`config.mk`:
```
export PLATFORM = sky130hd
export DESIGN_NAME = pll_retune_seq
export DESIGN_NICKNAME = d
export VERILOG_FILES = /design/src/rtl/pllseq_pkg.sv /design/src/rtl/pllseq_table.sv /design/src/rtl/pllseq_wordgen.sv /design/src/rtl/pllseq_ctrl.sv /design/src/rtl/pll_retune_seq.sv
export SDC_FILE = /design/constraint.sdc
export NUM_CORES = 1
export LEC_CHECK = 0
export ABC_AREA = 1
export BUFFER_PORTS_ARGS = -buffer_cell sky130_fd_sc_hd__buf_2
export CAP_MARGIN = 20
export CORE_AREA = 2 2 203 205
export CTS_CLUSTER_SIZE = 14
export DETAILED_ROUTE_END_ITERATION = 8
export DIE_AREA = 0 0 205 207
export GPL_ROUTABILITY_DRIVEN = 0
export MAX_ROUTING_LAYER = met4
export PLACE_DENSITY = 0.86
export SKIP_CTS_REPAIR_TIMING = 1
export SLEW_MARGIN = 10
export SYNTH_ARGS = -nofsm -noshare
export SYNTH_HDL_FRONTEND = slang
export SYNTH_HIERARCHICAL = 1
export SYNTH_SLANG_ARGS = --single-unit
```
`constraint.sdc`:
```
create_clock -name clk -period 6.2 [get_ports clk]
set_input_delay 0.62 -clock clk [delete_from_list [all_inputs] [get_ports clk]]
set_output_delay 0.62 -clock clk [all_outputs]
set_load 0.005 [all_outputs]
```
`src/rtl/pllseq_pkg.sv`:
```
package pllseq_pkg;
  localparam int WORD_W   = 32;
  localparam int M_LSB    = 16;
  localparam int MTAB_W   = 10;
  localparam int P_LSB    = 8;
  localparam int P_W      = 6;
  localparam int S_LSB    = 0;
  localparam int S_W      = 3;
  localparam int K_W      = 16;
  localparam int LOCK_BIT = 29;

  typedef enum logic [1:0] {
    SEL_LOCK = 2'd0,
    SEL_CTRL = 2'd1,
    SEL_FRAC = 2'd2
  } wsel_e;

  typedef struct packed {
    logic [MTAB_W-1:0] m;
    logic [P_W-1:0]    p;
    logic [S_W-1:0]    s;
    logic [K_W-1:0]    k;
  } pms_t;

  typedef enum logic [2:0] {
    ST_IDLE,
    ST_FIND,
    ST_WCTRL,
    ST_WFRAC,
    ST_SETTLE,
    ST_POLL
  } st_e;
endpackage

```
`src/rtl/pllseq_table.sv`:
```
module pllseq_table
  import pllseq_pkg::*;
#(
  parameter int N      = 8,
  parameter int CODE_W = 8,
  localparam int IDX_W = (N > 1) ? $clog2(N) : 1
) (
  input  logic              clk,
  input  logic              rst_n,
  input  logic              wr_en,
  input  logic [IDX_W-1:0]  wr_idx,
  input  logic              wr_valid,
  input  logic [CODE_W-1:0] wr_code,
  input  pms_t              wr_set,
  input  logic [CODE_W-1:0] look_code,
  output logic              hit,
  output pms_t              hit_set
);
  logic              vld_q  [N];
  logic [CODE_W-1:0] code_q [N];
  pms_t              set_q  [N];
  logic [N-1:0]      match;

  for (genvar g = 0; g < N; g++) begin : g_ent
    logic ent_en;
    assign ent_en = wr_en && (wr_idx == IDX_W'(g));

    always_ff @(posedge clk or negedge rst_n) begin
      if (!rst_n)      vld_q[g] <= 1'b0;
      else if (ent_en) vld_q[g] <= wr_valid;
    end

    always_ff @(posedge clk) begin
      if (ent_en) begin
        code_q[g] <= wr_code;
        set_q[g]  <= wr_set;
      end
    end

    assign match[g] = vld_q[g] && (code_q[g] == look_code);
  end

  // Lowest index wins when codes repeat.
  always_comb begin
    hit     = |match;
    hit_set = '0;
    for (int i = N - 1; i >= 0; i--) begin
      if (match[i]) hit_set = set_q[i];
    end
  end
endmodule

```
`src/rtl/pllseq_wordgen.sv`:
```
module pllseq_wordgen
  import pllseq_pkg::*;
#(
  parameter bit FRAC = 1'b0
) (
  input  logic [WORD_W-1:0] cur_ctrl,
  input  logic [WORD_W-1:0] cur_frac,
  input  pms_t              set,
  output logic              same_loop,
  output logic [WORD_W-1:0] sonly_word,
  output logic [WORD_W-1:0] full_word,
  output logic [WORD_W-1:0] frac_word,
  output logic [WORD_W-1:0] lock_time
);
  localparam int M_W      = FRAC ? 9 : 10;
  localparam int LOCK_MUL = FRAC ? 3000 : 270;
  localparam logic [WORD_W-1:0] M_MASK = WORD_W'(((1 << M_W) - 1) << M_LSB);
  localparam logic [WORD_W-1:0] P_MASK = WORD_W'(((1 << P_W) - 1) << P_LSB);
  localparam logic [WORD_W-1:0] S_MASK = WORD_W'(((1 << S_W) - 1) << S_LSB);

  logic mp_same;
  logic k_same;

  assign mp_same = (cur_ctrl[M_LSB +: M_W] == set.m[M_W-1:0]) &&
                   (cur_ctrl[P_LSB +: P_W] == set.p);

  if (FRAC) begin : g_frac
    assign k_same = (cur_frac[K_W-1:0] == set.k);
  end else begin : g_int
    assign k_same = 1'b1;
  end

  assign same_loop = mp_same && k_same;

  assign sonly_word = (cur_ctrl & ~S_MASK) | (WORD_W'(set.s) << S_LSB);

  assign full_word = (cur_ctrl & ~(M_MASK | P_MASK | S_MASK))
                   | (WORD_W'(set.m[M_W-1:0]) << M_LSB)
                   | (WORD_W'(set.p) << P_LSB)
                   | (WORD_W'(set.s) << S_LSB);

  assign frac_word = {cur_frac[WORD_W-1:K_W], set.k};

  assign lock_time = WORD_W'(set.p) * WORD_W'(LOCK_MUL);
endmodule

```
`src/rtl/pllseq_ctrl.sv`:
```
module pllseq_ctrl
  import pllseq_pkg::*;
#(
  parameter int CODE_W = 8,
  parameter int TMO_W  = 16,
  parameter bit FRAC   = 1'b0
) (
  input  logic              clk,
  input  logic              rst_n,
  input  logic              req,
  input  logic [CODE_W-1:0] req_code,
  input  logic [TMO_W-1:0]  tmo_limit,
  input  logic              tbl_hit,
  input  pms_t              tbl_set,
  input  logic              same_loop,
  input  logic [WORD_W-1:0] sonly_word,
  input  logic [WORD_W-1:0] full_word,
  input  logic [WORD_W-1:0] frac_word,
  input  logic [WORD_W-1:0] lock_time,
  input  logic              lock_stat,
  output logic [CODE_W-1:0] look_code,
  output pms_t              act_set,
  output logic              busy,
  output logic              done,
  output logic              err,
  output logic              reg_we,
  output logic [1:0]        reg_sel,
  output logic [WORD_W-1:0] reg_wdata
);
  st_e               st_q, st_d;
  logic [CODE_W-1:0] code_q, code_d;
  pms_t              set_q;
  logic              set_en;
  logic [TMO_W-1:0]  cnt_q, cnt_d;
  logic              we_q, we_d;
  wsel_e             sel_q, sel_d;
  logic [WORD_W-1:0] wd_q, wd_d;
  logic              done_q, done_d;
  logic              err_q, err_d;

  always_comb begin
    st_d   = st_q;
    code_d = code_q;
    cnt_d  = cnt_q;
    we_d   = 1'b0;
    sel_d  = sel_q;
    wd_d   = wd_q;
    done_d = 1'b0;
    err_d  = 1'b0;
    set_en = 1'b0;
    unique case (st_q)
      ST_IDLE: begin
        if (req) begin
          code_d = req_code;
          st_d   = ST_FIND;
        end
      end
      ST_FIND: begin
        if (!tbl_hit) begin
          done_d = 1'b1;
          err_d  = 1'b1;
          st_d   = ST_IDLE;
        end else if (same_loop) begin
          we_d   = 1'b1;
          sel_d  = SEL_CTRL;
          wd_d   = sonly_word;
          done_d = 1'b1;
          st_d   = ST_IDLE;
        end else begin
          set_en = 1'b1;
          we_d   = 1'b1;
          sel_d  = SEL_LOCK;
          wd_d   = lock_time;
          st_d   = ST_WCTRL;
        end
      end
      ST_WCTRL: begin
        we_d  = 1'b1;
        sel_d = SEL_CTRL;
        wd_d  = full_word;
        if (FRAC) st_d = ST_WFRAC;
        else      st_d = ST_SETTLE;
      end
      ST_WFRAC: begin
        we_d  = 1'b1;
        sel_d = SEL_FRAC;
        wd_d  = frac_word;
        st_d  = ST_SETTLE;
      end
      ST_SETTLE: begin
        cnt_d = '0;
        st_d  = ST_POLL;
      end
      ST_POLL: begin
        if (lock_stat) begin
          done_d = 1'b1;
          st_d   = ST_IDLE;
        end else if (cnt_q == tmo_limit) begin
          done_d = 1'b1;
          err_d  = 1'b1;
          st_d   = ST_IDLE;
        end else begin
          cnt_d = cnt_q + 1'b1;
        end
      end
      default: st_d = ST_IDLE;
    endcase
  end

  always_ff @(posedge clk or negedge rst_n) begin
    if (!rst_n) begin
      st_q   <= ST_IDLE;
      we_q   <= 1'b0;
      sel_q  <= SEL_LOCK;
      done_q <= 1'b0;
      err_q  <= 1'b0;
    end else begin
      st_q   <= st_d;
      we_q   <= we_d;
      sel_q  <= sel_d;
      done_q <= done_d;
      err_q  <= err_d;
    end
  end

  always_ff @(posedge clk) begin
    code_q <= code_d;
    cnt_q  <= cnt_d;
    wd_q   <= wd_d;
    if (set_en) set_q <= tbl_set;
  end

  assign look_code = code_q;
  assign act_set   = (st_q == ST_FIND) ? tbl_set : set_q;
  assign busy      = (st_q != ST_IDLE);
  assign done      = done_q;
  assign err       = err_q;
  assign reg_we    = we_q;
  assign reg_sel   = sel_q;
  assign reg_wdata = wd_q;
endmodule

```
`src/rtl/pll_retune_seq.sv`:
```
module pll_retune_seq
  import pllseq_pkg::*;
#(
  parameter int N_ENT   = 8,
  parameter int CODE_W  = 8,
  parameter int TMO_W   = 16,
  parameter bit FRAC    = 1'b0,
  localparam int IDX_W  = (N_ENT > 1) ? $clog2(N_ENT) : 1
) (
  input  logic              clk,
  input  logic              rst_n,
  input  logic              req,
  input  logic [CODE_W-1:0] req_code,
  output logic              busy,
  output logic              done,
  output logic              err,
  input  logic [TMO_W-1:0]  tmo_limit,
  input  logic              tbl_we,
  input  logic [IDX_W-1:0]  tbl_idx,
  input  logic              tbl_valid,
  input  logic [CODE_W-1:0] tbl_code,
  input  logic [9:0]        tbl_m,
  input  logic [5:0]        tbl_p,
  input  logic [2:0]        tbl_s,
  input  logic [15:0]       tbl_k,
  input  logic [31:0]       pll_ctrl_rd,
  input  logic [31:0]       pll_frac_rd,
  output logic              reg_we,
  output logic [1:0]        reg_sel,
  output logic [31:0]       reg_wdata
);
  pms_t              wr_set;
  pms_t              hit_set;
  pms_t              act_set;
  logic              hit;
  logic [CODE_W-1:0] look_code;
  logic              same_loop;
  logic [WORD_W-1:0] sonly_word, full_word, frac_word, lock_time;

  assign wr_set = '{m: tbl_m, p: tbl_p, s: tbl_s, k: tbl_k};

  pllseq_table #(.N(N_ENT), .CODE_W(CODE_W)) u_table (
    .clk       (clk),
    .rst_n     (rst_n),
    .wr_en     (tbl_we),
    .wr_idx    (tbl_idx),
    .wr_valid  (tbl_valid),
    .wr_code   (tbl_code),
    .wr_set    (wr_set),
    .look_code (look_code),
    .hit       (hit),
    .hit_set   (hit_set)
  );

  pllseq_wordgen #(.FRAC(FRAC)) u_wordgen (
    .cur_ctrl   (pll_ctrl_rd),
    .cur_frac   (pll_frac_rd),
    .set        (act_set),
    .same_loop  (same_loop),
    .sonly_word (sonly_word),
    .full_word  (full_word),
    .frac_word  (frac_word),
    .lock_time  (lock_time)
  );

  pllseq_ctrl #(.CODE_W(CODE_W), .TMO_W(TMO_W), .FRAC(FRAC)) u_ctrl (
    .clk        (clk),
    .rst_n      (rst_n),
    .req        (req),
    .req_code   (req_code),
    .tmo_limit  (tmo_limit),
    .tbl_hit    (hit),
    .tbl_set    (hit_set),
    .same_loop  (same_loop),
    .sonly_word (sonly_word),
    .full_word  (full_word),
    .frac_word  (frac_word),
    .lock_time  (lock_time),
    .lock_stat  (pll_ctrl_rd[LOCK_BIT]),
    .look_code  (look_code),
    .act_set    (act_set),
    .busy       (busy),
    .done       (done),
    .err        (err),
    .reg_we     (reg_we),
    .reg_sel    (reg_sel),
    .reg_wdata  (reg_wdata)
  );
endmodule

```
After elaboration in Yosys (flattened, before gate mapping)
Memory sizes are Yosys's and may differ from the RTL's.
Index checks and enable logic that the tools add are counted.
{"block": "op_classes", "n_mul": 1, "add_sub_neg": 1, "muxes": 95, "n_reduce_logical": 42, "eq_ne": 28, "n_bitwise": 4}
{"operator": "35-bit 2-to-1 mux", "count": 16}
{"operator": "35-bit OR reduction", "count": 7}
{"operator": "32-bit one-hot mux with 3 select lines", "count": 1}
{"operator": "8-bit == test", "count": 8}
{"operator": "32-bit 2-to-1 mux", "count": 2}
{"operator": "32-bit by 3-bit bitwise OR with 32-bit output", "count": 2}
{"operator": "8-bit OR reduction", "count": 8}
{"operator": "8-bit 2-to-1 mux", "count": 7}
{"operator": "3-bit 2-to-1 mux", "count": 18}
{"operator": "1-bit 2-to-1 mux", "count": 41}
{"operator": "16-bit 2-to-1 mux", "count": 2}
{"operator": "32-bit by 14-bit bitwise OR with 32-bit output", "count": 1}
{"operator": "32-bit by 26-bit bitwise OR with 32-bit output", "count": 1}
{"operator": "16-bit one-hot mux with 2 select lines", "count": 1}
{"operator": "3-bit == test, second input constant", "count": 6}
{"operator": "1-bit logical AND", "count": 17}
{"operator": "16-bit by 1-bit adder with 16-bit output, second input constant", "count": 1}
{"operator": "16-bit == test", "count": 1}
{"operator": "3-bit one-hot mux with 5 select lines", "count": 1}
{"operator": "6-bit by 8-bit multiplier with 14-bit output, second input constant", "count": 1}
{"operator": "3-bit by 2-bit == test with 1-bit output, second input constant", "count": 4}
{"operator": "10-bit == test", "count": 1}
{"operator": "3-bit by 1-bit == test with 1-bit output, second input constant", "count": 2}
{"operator": "6-bit == test", "count": 1}
{"operator": "12 further kinds", "count": 21}
{"block": "word_totals", "n_memories": 2, "in_bits": 139, "mem_bits_rw": 344, "register_bits": 107}
{"memory": "u_table.set_q", "depth": 8, "word_bits": 35, "read_ports": 8, "rd_clocked_by_memory_dff": 0, "wr": 1, "line": "pllseq_table.sv:21", "source": "pms_t set_q [N];"}
{"memory": "u_table.code_q", "depth": 8, "word_bits": 8, "read_ports": 8, "rd_clocked_by_memory_dff": 0, "wr": 1, "line": "pllseq_table.sv:20", "source": "logic [CODE_W-1:0] code_q [N];"}

Logic depth before layout (Yosys ltp)
Gate-level depths: netlist of the first run.
An unclocked memory read counts as a cell.
{"block": "depth", "ltp_word": 17, "ltp_mapped": 34, "mapped_depth_nobuf": 32}

Cells and area by module
The synthesis of the first run kept the hierarchy.
{"mod": "pllseq_table", "instances": 1, "seq_area_each_um2": 10530.1, "cells_per_inst": 1401, "area_per_inst_um2": 15003.1}
{"mod": "pllseq_ctrl", "instances": 1, "seq_area_each_um2": 2932.8, "cells_per_inst": 561, "area_per_inst_um2": 5003.5}
{"mod": "pllseq_wordgen", "instances": 1, "seq_area_each_um2": 0.0, "cells_per_inst": 260, "area_per_inst_um2": 1820.5}

Worst setup path after synthesis of the first run
Ideal clock, no wire load.
{"block": "synth_path", "path_type": "reg-to-reg", "startpoint": "register u_ctrl.code_q[4] (netlist: u_ctrl/look_code[4])", "endpoint": "register u_ctrl/set_q[0] (netlist name) (enable)", "required_ps": 5729, "setup_slack_ps": 405, "stages_incl_launch_ff": 26, "setup_ps": 471, "t_arrival_ps": 5325, "synth_period_minus_slack_ps": 5795, "path_cell_list": "edfxtp_1 inv_2 buf_2 o21ai_1 nor2_1 nand3_1 nor2_2 buf_4 buf_4 a21oi_1 nand2_1 nand2_1 nand2_1 nand2_1 nand2_1 nand2_1 nand2_1 inv_1 or2_1 nand3_1 nor2_1 nand2_1 nor2_1 clkbuf_1 clkbuf_1 nor3_1"}
{"item": "start, declared", "line": "pllseq_ctrl.sv:31", "source": "logic [CODE_W-1:0] code_q, code_d;"}
{"item": "start signal, assigned", "line": "pllseq_ctrl.sv:127", "source": "code_q <= code_d;"}
{"item": "end signal, assigned", "line": "pllseq_ctrl.sv:130", "source": "if (set_en) set_q <= tbl_set;"}
{"item": "end, declared", "line": "pllseq_ctrl.sv:32", "source": "pms_t set_q;"}

==> results of run 1 <==
through the flow:
stage	power, mW	instances	area [um2]	util
after floorplan	4.68	2239	21900	-
after global placement	4.86	2760	22300	0.553
final	7.61	2846	23800	0.590
after global routing	7.92	2846	23800	0.590
after detailed placement	4.93	2760	22300	0.553
after CTS	7.60	2840	23800	0.589
sequential cells by signal, summed over array words and instances (netlist names):
| register | count |
|---|---|
| u_table/set_q | 280 |
| u_ctrl/err | 1 |
| u_ctrl/look_code | 8 |
| u_ctrl/reg_we | 1 |
| u_table/vld_q | 8 |
| u_ctrl/reg_sel | 2 |
| u_table/code_q | 64 |
| u_ctrl/set_q | 35 |
| u_ctrl/cnt_q | 16 |
| u_ctrl/st_q | 3 |
| u_ctrl/reg_wdata | 32 |
| u_ctrl/done | 1 |
cell type report:
class	instances	area share
Clock buffer	62	0.0504
Timing Repair Buffer	186	0.0435
Sequential cell	451	0.565
Clock inverter	18	0.0101
Antenna cell	4	0.000420
Inverter	155	0.0244
Multi-Input combinational cell	1438	0.278
Tap cell	532	0.0280
worst reg2reg max path: cells and delay by family, from the launching register on:
kind	cells	cell delay (ns)
fa+ha+maj	4	1.50
compound gates	2	0.25
simple gates	17	2.25
buf+inv	3	0.45
xor+xnor	1	0.14
flops	1	0.65
per-layer routing:
| layer | vias up | GRT usage |
|---|---|---|
| li1 | 7289 | - |
| met1 | 7316 | 0.319 |
| met2 | 969 | 0.401 |
| met3 | 104 | 0.0434 |
| met4 | 0 | 0.0824 |
| met5 | - | - |
logic make-up (layout without fill, tap and decap cells):
logic type,count (synthesis),in the layout,synth area share
AND/OR/NAND/NOR,1158,1158,0.211
flip-flops,451,451,0.617
buffers and inverters,350,421,0.0870
AO/OA/AOI/OAI,196,196,0.0516
XOR/XNOR,37,37,0.0148
adder cells (fa/ha/maj),29,29,0.0183
other,1,22,0.000172
path summary, 6_finish.rpt:
path	endpoint	cells after the start	slack [ns]
max in group asynchronous	u_ctrl/reg_sel[1]$_DFFE_PN0P_	1	5.88
worst max register to register	u_ctrl/reg_wdata[9]$_DFFE_PP_	27	0.69
worst min register to register	u_ctrl/set_q[28]$_DFFE_PP_	2	0.55
min in group clk	u_ctrl/look_code[2]$_DFFE_PP_	1	0.23
worst min-delay path	u_table/vld_q[0]$_DFFE_PN0P_	1	-0.008
worst max-delay path	u_ctrl/reg_wdata[9]$_DFFE_PP_	27	0.69
report_power, final:
group / leakage, nW / internal (mW) / switching, mW
Combinational: 5.15 / 0.440 / 0.849
Clock: 0.692 / 1.57 / 1.12
Sequential: 4.14 / 3.54 / 0.0926
Total: 9.98 / 5.55 / 2.06
cell usage in the layout (no fill, tap or decap), types with 3 or more instances in the layout:
cell / count
o21ai_2: 3
dfrtp_1: 16
clkinv_2: 4
nand3_1: 58
or2_2: 4
nor2_2: 3
nor2_4: 11
clkbuf_16: 45
conb_1: 18
a22oi_1: 32
nor3_2: 5
o22ai_1: 8
edfxtp_1: 435
nor2_1: 391
clkbuf_1: 16
xor2_1: 13
nor3_1: 16
buf_2: 157
nand4_1: 10
o21ai_0: 71
clkinv_1: 5
o21ai_1: 19
inv_2: 9
buf_4: 27
diode_2: 4
fa_1: 5
a21oi_1: 50
nand2_1: 646
ha_1: 24
o211ai_1: 3
xnor2_1: 24
bufinv_16: 5
inv_1: 145
==> impl_metrics.json, run 1 <==
{
  "maxSlewHeadroom": 0.228,
  "grt_pass1_vias": 15400,
  "ys_ff_latch": 451,
  "finalHoldViolations": 8,
  "worstPathArrival_ns": 5.81,
  "dr.pass1.iters": 6,
  "violations": "negative hold slack",
  "cts.sinks": 451,
  "synth.avg_cell_area_um2": 9.82,
  "numCtsBuffers": 45,
  "dr.max_layer_used": "met4",
  "drv_cap": 0,
  "die_w_um": 205,
  "synth_top_cell_area_share": 0.598,
  "timing.rr.start": "u_ctrl/look_code[6]$_DFFE_PP_",
  "ys.flop_type": "edfxtp_1",
  "synth_top_cell_by_area": "edfxtp_1",
  "clk_latency_ns": 0.57,
  "grt_setup_unrepaired": "no",
  "critPathTopFamily": "simple AND/OR/NAND/NOR gates",
  "required_ns": 6.49,
  "path_clk_slew_ns": 0.06,
  "hold_ws_ns": -0.00823,
  "crit_slowest_cell": "edfxtp_1",
  "fin_setup_tns_ns": 0,
  "area_growth_pct": 9.08,
  "grt_pass1_wl_um": 80200,
  "netlist_top_cells_area": "edfxtp_1, nand2_1, nor2_1",
  "multi_input_area_mm2": 0.00661,
  "yosysMostFrequentCell": "nand2_1",
  "crit_top_cell": "nand2_1",
  "track_usage": 0.248,
  "nFillCells": 3134,
  "dp_hpwl_um": 32300,
  "yosys_warnings": 6,
  "critPathCaptureType": "flip-flop",
  "synthCells": 2222,
  "drive_above_1_share": 0.126,
  "grt.overflow.total": 0,
  "root_buffer": "clkbuf_16",
  "drtIter0Drc": 1769,
  "skew_ns": 0.0187,
  "leakage_nw": 9.98,
  "drt-vias-per-instance": 5.51,
  "powerDensity_mw_per_mm2": 319,
  "timing.final.crit_share": 0.889,
  "max_stage_delay_ns": 0.65,
  "ant_nets": 0,
  "portBuffers": 157,
  "crit_start": "u_ctrl/look_code[6]$_DFFE_PP_",
  "die_height_um": 207,
  "io-pin-count": 177,
  "ys_seq_area_frac": 0.617,
  "initial_core_util": 0.541,
  "grt_max_degree": 72,
  "place_ws_ns": 0.864,
  "drt-met1-wl_um": 19700,
  "htreeDepth": 2,
  "critPathLaunchType": "flip-flop",
  "max_freq_mhz": 181,
  "clk_path_buf_depth": 3,
  "regArea_mm2": 0.0135,
  "synth_cell_types": 49,
  "cts_tree": "built",
  "crit_path_max_fanout": 19,
  "vdd_ir_drop_max_mv": 0.253,
  "vias": 15700,
  "met3WireLength_um": 5410,
  "ys_top_cells_by_count": "nand2_1, edfxtp_1, nor2_1",
  "rows": 74,
  "fin_ws_ns": 0.687,
  "critical_path_class": "flip-flop to flip-flop",
  "nets": 2445,
  "hold_class": "primary input to asynchronous set/reset pin",
  "avgRoutedWirePerCell_um": 18.2,
  "fin_crit_ns": 5.51,
  "wl_met2_um": 25500,
  "slew_violations": 0,
  "async_flop_share": 0.0355,
  "fp.coreArea_mm2": 0.0404,
  "wirelength_um": 51800,
  "syn_area_mm2": 0.0218,
  "synth_edf_count": 435,
  "worstMarginPinSlew_ns": 1.16,
  "finalSetupViolCount": 0,
  "antenna_found_initial": 5,
  "crit_buf_inv": 3,
  "die-area_mm2": 0.0424,
  "drc_errors": 0,
  "status": "complete, but fails checks"
}
Note: power is estimated with default switching activity, not from simulation.
==> inputs of run 2 (changes only) <==
--- a/config.mk
+++ b/config.mk
@@ -8,10 +8,12 @@
 export ABC_AREA = 1
 export BUFFER_PORTS_ARGS = -buffer_cell sky130_fd_sc_hd__buf_2
 export CAP_MARGIN = 20
-export CORE_AREA = 2 2 203 205
+export CELL_PAD_IN_SITES_DETAIL_PLACEMENT = 0
+export CELL_PAD_IN_SITES_GLOBAL_PLACEMENT = 1
+export CORE_AREA = 2 2 218 242
 export CTS_CLUSTER_SIZE = 14
 export DETAILED_ROUTE_END_ITERATION = 8
-export DIE_AREA = 0 0 205 207
+export DIE_AREA = 0 0 220 244
 export GPL_ROUTABILITY_DRIVEN = 0
 export MAX_ROUTING_LAYER = met4
 export PLACE_DENSITY = 0.86
==> run 2 against run 1 <==
Net effect: the flow now finishes without violations; largest power group unchanged; largest cell class unchanged; final cell count up 5.2%; register-to-register slack improved by 0.22 ns; clock power up 4%; critical endpoint is now u_ctrl/reg_wdata[10]$_DFFE_PP_; global-route usage is 4.8 points lower; sequential share of layout area is 0.74 points lower; combinational power fell by 3%; cell area is 1.3% higher; clock skew down 0.0015 ns; worst setup slack improved by 0.22 ns; die area is 26% higher; fmax increased by 4.1%; via count shrank 4.0%.
==> impl_metrics.json, run 2 (synthesis results as in run 1) <==
{
  "track_usage": 0.200,
  "regMostFlops": "u_table/set_q",
  "grt.overflow.total": 0,
  "nets": 2452,
  "grt_max_degree": 56,
  "max_stage_delay_ns": 0.59,
  "initial_core_util": 0.428,
  "multi_input_area_mm2": 0.00662,
  "timing.rr.end": "u_ctrl/reg_wdata[10]$_DFFE_PP_",
  "required_ns": 6.51,
  "worstMarginPinSlew_ns": 0.978,
  "largest_registers": "u_table/set_q: 280 flops, u_table/code_q: 64 flops, u_ctrl/set_q: 35 flops",
  "drv_cap": 0,
  "timing.rr.start": "u_ctrl/look_code[1]$_DFFE_PP_",
  "io-pin-count": 177,
  "hold_path_depth": 1,
  "regArea_mm2": 0.0135,
  "crit_path_max_fanout": 21,
  "hp-start": "req_code[4]",
  "crit_buf_inv": 3,
  "fp.coreArea_mm2": 0.0509,
  "status": "complete, no violations",
  "leakage_nw": 10.1,
  "rows": 87,
  "powerDensity_mw_per_mm2": 318,
  "crit_cells": 27,
  "worstPathArrival_ns": 5.61,
  "finalHoldViolations": 0,
  "die_w_um": 220,
  "crit_slowest_cell": "edfxtp_1",
  "wirelength_um": 52300,
  "critical_path_class": "flip-flop to flip-flop",
  "cts.sinks": 451,
  "critPathTopFamily": "simple AND/OR/NAND/NOR gates",
  "stdcell_count": 2995,
  "fin_setup_tns_ns": 0,
  "clk_path_buf_depth": 3,
  "ant_nets": 0,
  "final_common_cell": "nand2_1",
  "portBuffers": 157,
  "skew_ns": 0.0173,
  "holdPathEnd": "u_ctrl/look_code[4]$_DFFE_PP_",
  "hold_class": "primary input to flip-flop",
  "vias": 15100,
  "area_growth_pct": 10.5,
  "avgRoutedWirePerCell_um": 17.5,
  "grt_pass1_vias": 14700,
  "finalSetupViolCount": 0,
  "vdd_ir_drop_max_mv": 0.249,
  "dr.pass1.iters": 5,
  "drc_errors": 0,
  "largest_reg_flops": 280,
  "final_cell_mix": "nand2_1, edfxtp_1, nor2_1, buf_2, inv_1",
  "clk_latency_ns": 0.58,
  "critPathCaptureType": "flip-flop",
  "cts_tree": "built",
  "nFillCells": 4605,
  "numCtsBuffers": 47,
  "maxSlewHeadroom": 0.347,
  "crit_start": "u_ctrl/look_code[1]$_DFFE_PP_",
  "drt-vias-per-instance": 5.03,
  "die_height_um": 244,
  "drive_above_1_share": 0.130,
  "reg2reg_depth": 27,
  "critPathLaunchType": "flip-flop",
  "htreeDepth": 2,
  "dp_hpwl_um": 33400,
  "drtIter0Drc": 1235,
  "dp.cells": 2899,
  "antenna_found_initial": 7,
  "die-area_mm2": 0.0537,
  "grt_setup_unrepaired": "no",
  "timing.final.crit_share": 0.854,
  "path_clk_slew_ns": 0.06,
  "slew_violations": 0,
  "fin_crit_ns": 5.29,
  "max_freq_mhz": 189,
  "rrSetupSlack_ns": 0.91,
  "grt_pass1_wl_um": 80600,
  "crit_top_cell": "nand2_1",
  "root_buffer": "clkbuf_16"
}
## run 2: worst max path at each step
stage | to | slack, ns
after floorplan | u_ctrl/set_q[0]$_DFFE_PP_ | 0.40
after CTS | u_ctrl/reg_wdata[12]$_DFFE_PP_ | 0.90
after global routing | u_ctrl/reg_wdata[10]$_DFFE_PP_ | 0.51
after global placement | u_ctrl/reg_wdata[12]$_DFFE_PP_ | 1.05
after detailed placement | u_ctrl/reg_wdata[12]$_DFFE_PP_ | 0.94
final | u_ctrl/reg_wdata[10]$_DFFE_PP_ | 0.91
## run 2: metal layers
layer	track usage	routed length [um]
met4	0.0553	1120
met3	0.0291	3570
met2	0.329	25300
met5	-	0
met1	0.257	22400
## run 2: power breakdown
part           leakage, nW  switching, mW  internal (mW)
Sequential            4.14         0.0877           3.54
Combinational         5.17          0.812          0.440
Clock                0.748           1.15           1.64
## run 2: layout make-up
| type | instances | share of cell area |
|---|---|---|
| timing repair buffer | 191 | 0.0449 |
| multi-input combinational | 1438 | 0.274 |
| clock inverter | 23 | 0.00928 |
| clock buffer | 64 | 0.0540 |
| inverter | 155 | 0.0241 |
| sequential | 451 | 0.558 |
| antenna | 6 | 0.000622 |
| tap | 667 | 0.0346 |
## run 2: worst reg2reg max path, cell delays in order (launching register included)
cell,delay [ns]
edfxtp_1,0.59
inv_2,0.18
nand2_1,0.13
nand3_1,0.08
nor2_1,0.17
nand3_2,0.47
nand2_1,0.24
nand2_1,0.07
nand2_1,0.06
nand2_1,0.05
nand2_1,0.06
nand2_1,0.04
nand2_1,0.07
nand2_1,0.06
nand2_1,0.26
inv_1,0.20
fa_1,0.57
inv_1,0.04
ha_1,0.27
ha_1,0.28
ha_1,0.38
nand2_1,0.09
o21ai_2,0.22
nand2_1,0.11
nand3_1,0.09
nand2_1,0.06
nor2_1,0.08
o21ai_0,0.09
## run 2: metrics by stage
| stage | setup WS (ns) | hold WS, ns | area [um2] | total power, mW | util |
|---|---|---|---|---|---|
| after CTS | 0.896 | -0.0304 | 24000 | 7.72 | 0.472 |
| after floorplan | 0.405 | 0.324 | 21900 | 4.68 | - |
| after global placement | 1.05 | 0.516 | 22500 | 4.90 | 0.442 |
| after global routing | 0.515 | 0.208 | 24100 | 8.02 | 0.473 |
| after detailed placement | 0.939 | 0.531 | 22500 | 4.94 | 0.442 |
| final | 0.905 | 0.216 | 24100 | 7.67 | 0.474 |
==> inputs of run 3 (changes only) <==
--- a/config.mk
+++ b/config.mk
@@ -10,13 +10,13 @@
 export CAP_MARGIN = 20
 export CELL_PAD_IN_SITES_DETAIL_PLACEMENT = 0
 export CELL_PAD_IN_SITES_GLOBAL_PLACEMENT = 1
-export CORE_AREA = 2 2 218 242
+export CORE_AREA = 2 2 209 232
 export CTS_CLUSTER_SIZE = 14
 export DETAILED_ROUTE_END_ITERATION = 8
-export DIE_AREA = 0 0 220 244
+export DIE_AREA = 0 0 211 234
 export GPL_ROUTABILITY_DRIVEN = 0
 export MAX_ROUTING_LAYER = met4
-export PLACE_DENSITY = 0.86
+export PLACE_DENSITY = 0.89
 export SKIP_CTS_REPAIR_TIMING = 1
 export SLEW_MARGIN = 10
 export SYNTH_ARGS = -nofsm -noshare
==> constraint.sdc (replaced) <==
create_clock -name clk -period 5.1 [get_ports clk]
set_input_delay 0.51 -clock clk [delete_from_list [all_inputs] [get_ports clk]]
set_output_delay 0.51 -clock clk [all_outputs]
set_load 0.005 [all_outputs]
==> run 3 against run 2 <==
Net effect: via count up 0.68%; fmax up 12%; clock power up 14%; hold slack worse by 0.11 ns; highest routed layer unchanged; combinational power up 30%; clock skew down 0.00067 ns; global-route usage up 1.3 points; worst setup slack worse by 0.53 ns.
==> impl_metrics.json, run 3 (synthesis results as in run 1) <==
{
  "reg2reg_depth": 30,
  "htreeDepth": 2,
  "crit_buf_inv": 5,
  "skew_ns": 0.0166,
  "dr.pass1.iters": 5,
  "finalSetupViolCount": 0,
  "die_height_um": 234,
  "wirelength_um": 51600,
  "vias": 15200,
  "grt_max_degree": 52,
  "fin_crit_ns": 4.72,
  "seqPwrFrac": 0.476,
  "critPathTopFamily": "simple AND/OR/NAND/NOR gates",
  "hold_ws_ns": 0.109,
  "worstPathArrival_ns": 5.02,
  "drv_cap": 0,
  "timing.final.crit_share": 0.926,
  "crit_top_cell": "nand2_1",
  "numCtsBuffers": 46,
  "hold_path_depth": 1,
  "portBuffers": 157,
  "final_cell_mix": "nand2_1, edfxtp_1, nor2_1, buf_2, inv_1",
  "nFillCells": 4070,
  "maxSlewHeadroom": 0.282,
  "multi_input_area_mm2": 0.00667,
  "path_clk_slew_ns": 0.06,
  "area_growth_pct": 11.2,
  "crit_cells": 30,
  "clk_path_buf_depth": 3,
  "finalHoldViolations": 0,
  "slew_violations": 0,
  "required_ns": 5.40,
  "final_common_cell": "nand2_1",
  "ant_nets": 0,
  "power.switching_mw": 2.53,
  "crit_slowest_cell": "fa_1",
  "p_int_mw": 6.69,
  "antenna_found_initial": 4,
  "hold_class": "primary input to flip-flop",
  "fin_setup_tns_ns": 0,
  "critPathCaptureType": "flip-flop",
  "max_stage_delay_ns": 0.52,
  "grt_pass1_wl_um": 79200,
  "grt_pass1_vias": 14800,
  "root_buffer": "clkbuf_16",
  "regArea_mm2": 0.0135,
  "drtIter0Drc": 1443,
  "dp_hpwl_um": 34200,
  "status": "complete, no violations",
  "vdd_ir_drop_max_mv": 0.253,
  "initial_core_util": 0.463,
  "crit_path_max_fanout": 6,
  "critPathLaunchType": "flip-flop",
  "p_comb_frac": 0.177,
  "die-area_mm2": 0.0494,
  "drive_above_1_share": 0.146,
  "largest_registers": "u_table/set_q: 280 flops, u_table/code_q: 64 flops, u_ctrl/set_q: 35 flops",
  "worstMarginPinSlew_ns": 1.07,
  "leakage_nw": 10.2,
  "fp.coreArea_mm2": 0.0472,
  "regMostFlops": "u_table/set_q",
  "nets": 2488,
  "rows": 84,
  "clockPowerShare": 0.346,
  "io-pin-count": 177,
  "track_usage": 0.213,
  "max_freq_mhz": 212,
  "cts.sinks": 451,
  "grt.overflow.total": 0,
  "drt-vias-per-instance": 5.12,
  "avgRoutedWirePerCell_um": 17.4,
  "die_w_um": 211,
  "critical_path_class": "flip-flop to flip-flop",
  "clk_latency_ns": 0.57,
  "cts_tree": "built",
  "powerDensity_mw_per_mm2": 380,
  "netSwitchingFraction": 0.274,
  "largest_reg_flops": 280,
  "drc_errors": 0
}
-- run 3: cell types whose count changed in the layout (fill, tap and decap cells not counted), sizes merged --
cell	delta
buf	+37
bufinv	-2
clkbuf	-8
clkinvlp	+4
diode	-3
inv	+2
-- run 3: power by group through the flow --
| stage | logic [mW] | registers, mW | clock network [mW] |
|---|---|---|---|
| 6_report | 1.63 | 4.39 | 3.19 |
| 5_1_grt | 1.85 | 4.41 | 3.39 |
| 4_1_cts | 1.57 | 4.40 | 3.25 |
| 3_5_place_dp | 1.56 | 4.48 | 0 |
| 3_3_place_gp | 1.52 | 4.47 | 0 |
| 2_1_floorplan | 1.24 | 4.45 | 0 |
-- run 3: per-stage QoR --
step | area (um2) | std cells | setup slack [ns] | power (mW) | util
after CTS | 24000 | 2934 | 0.155 | 9.22 | 0.508
after global placement | 22600 | 2851 | 0.251 | 5.99 | 0.478
after global routing | 24300 | 2960 | -0.0490 | 9.65 | 0.514
final | 24300 | 2960 | 0.377 | 9.22 | 0.514
after detailed placement | 22600 | 2851 | 0.200 | 6.04 | 0.478
after floorplan | 21900 | 2239 | 0.394 | 5.69 | -
-- run 3: path summary, 6_finish.rpt --
kind / start / endpoint / slack [ns]
max reg2reg: u_ctrl/look_code[2]$_DFFE_PP_ / u_ctrl/reg_wdata[13]$_DFFE_PP_ / 0.38
max: u_ctrl/look_code[2]$_DFFE_PP_ / u_ctrl/reg_wdata[13]$_DFFE_PP_ / 0.38
min reg2reg: u_table/vld_q[0]$_DFFE_PN0P_ / u_table/vld_q[0]$_DFFE_PN0P_ / 0.55
min in group asynchronous: rst_n / u_table/vld_q[2]$_DFFE_PN0P_ / 0.42
min: req_code[2] / u_ctrl/look_code[2]$_DFFE_PP_ / 0.11
max in group asynchronous: rst_n / u_ctrl/err$_DFF_PN0_ / 4.35
-- run 3: per-layer routing --
layer / up-vias / part of all wire / GRT usage
met1: 7218 / 0.43 / 0.268
met4: 0 / 0.024 / 0.0662
li1: 7383 / - / -
met5: - / 0 / -
met3: 85 / 0.058 / 0.0300
met2: 473 / 0.49 / 0.358
-- run 3: final cells by class --
| cell class | count | share of cell area |
|---|---|---|
| Clock buffer | 56 | 0.0499 |
| Multi-Input combinational cell | 1438 | 0.275 |
| Clock inverter | 27 | 0.00830 |
| Sequential cell | 451 | 0.555 |
| Tap cell | 602 | 0.0310 |
| Antenna cell | 3 | 0.000309 |
| Inverter | 155 | 0.0243 |
| Timing Repair Buffer | 228 | 0.0566 |
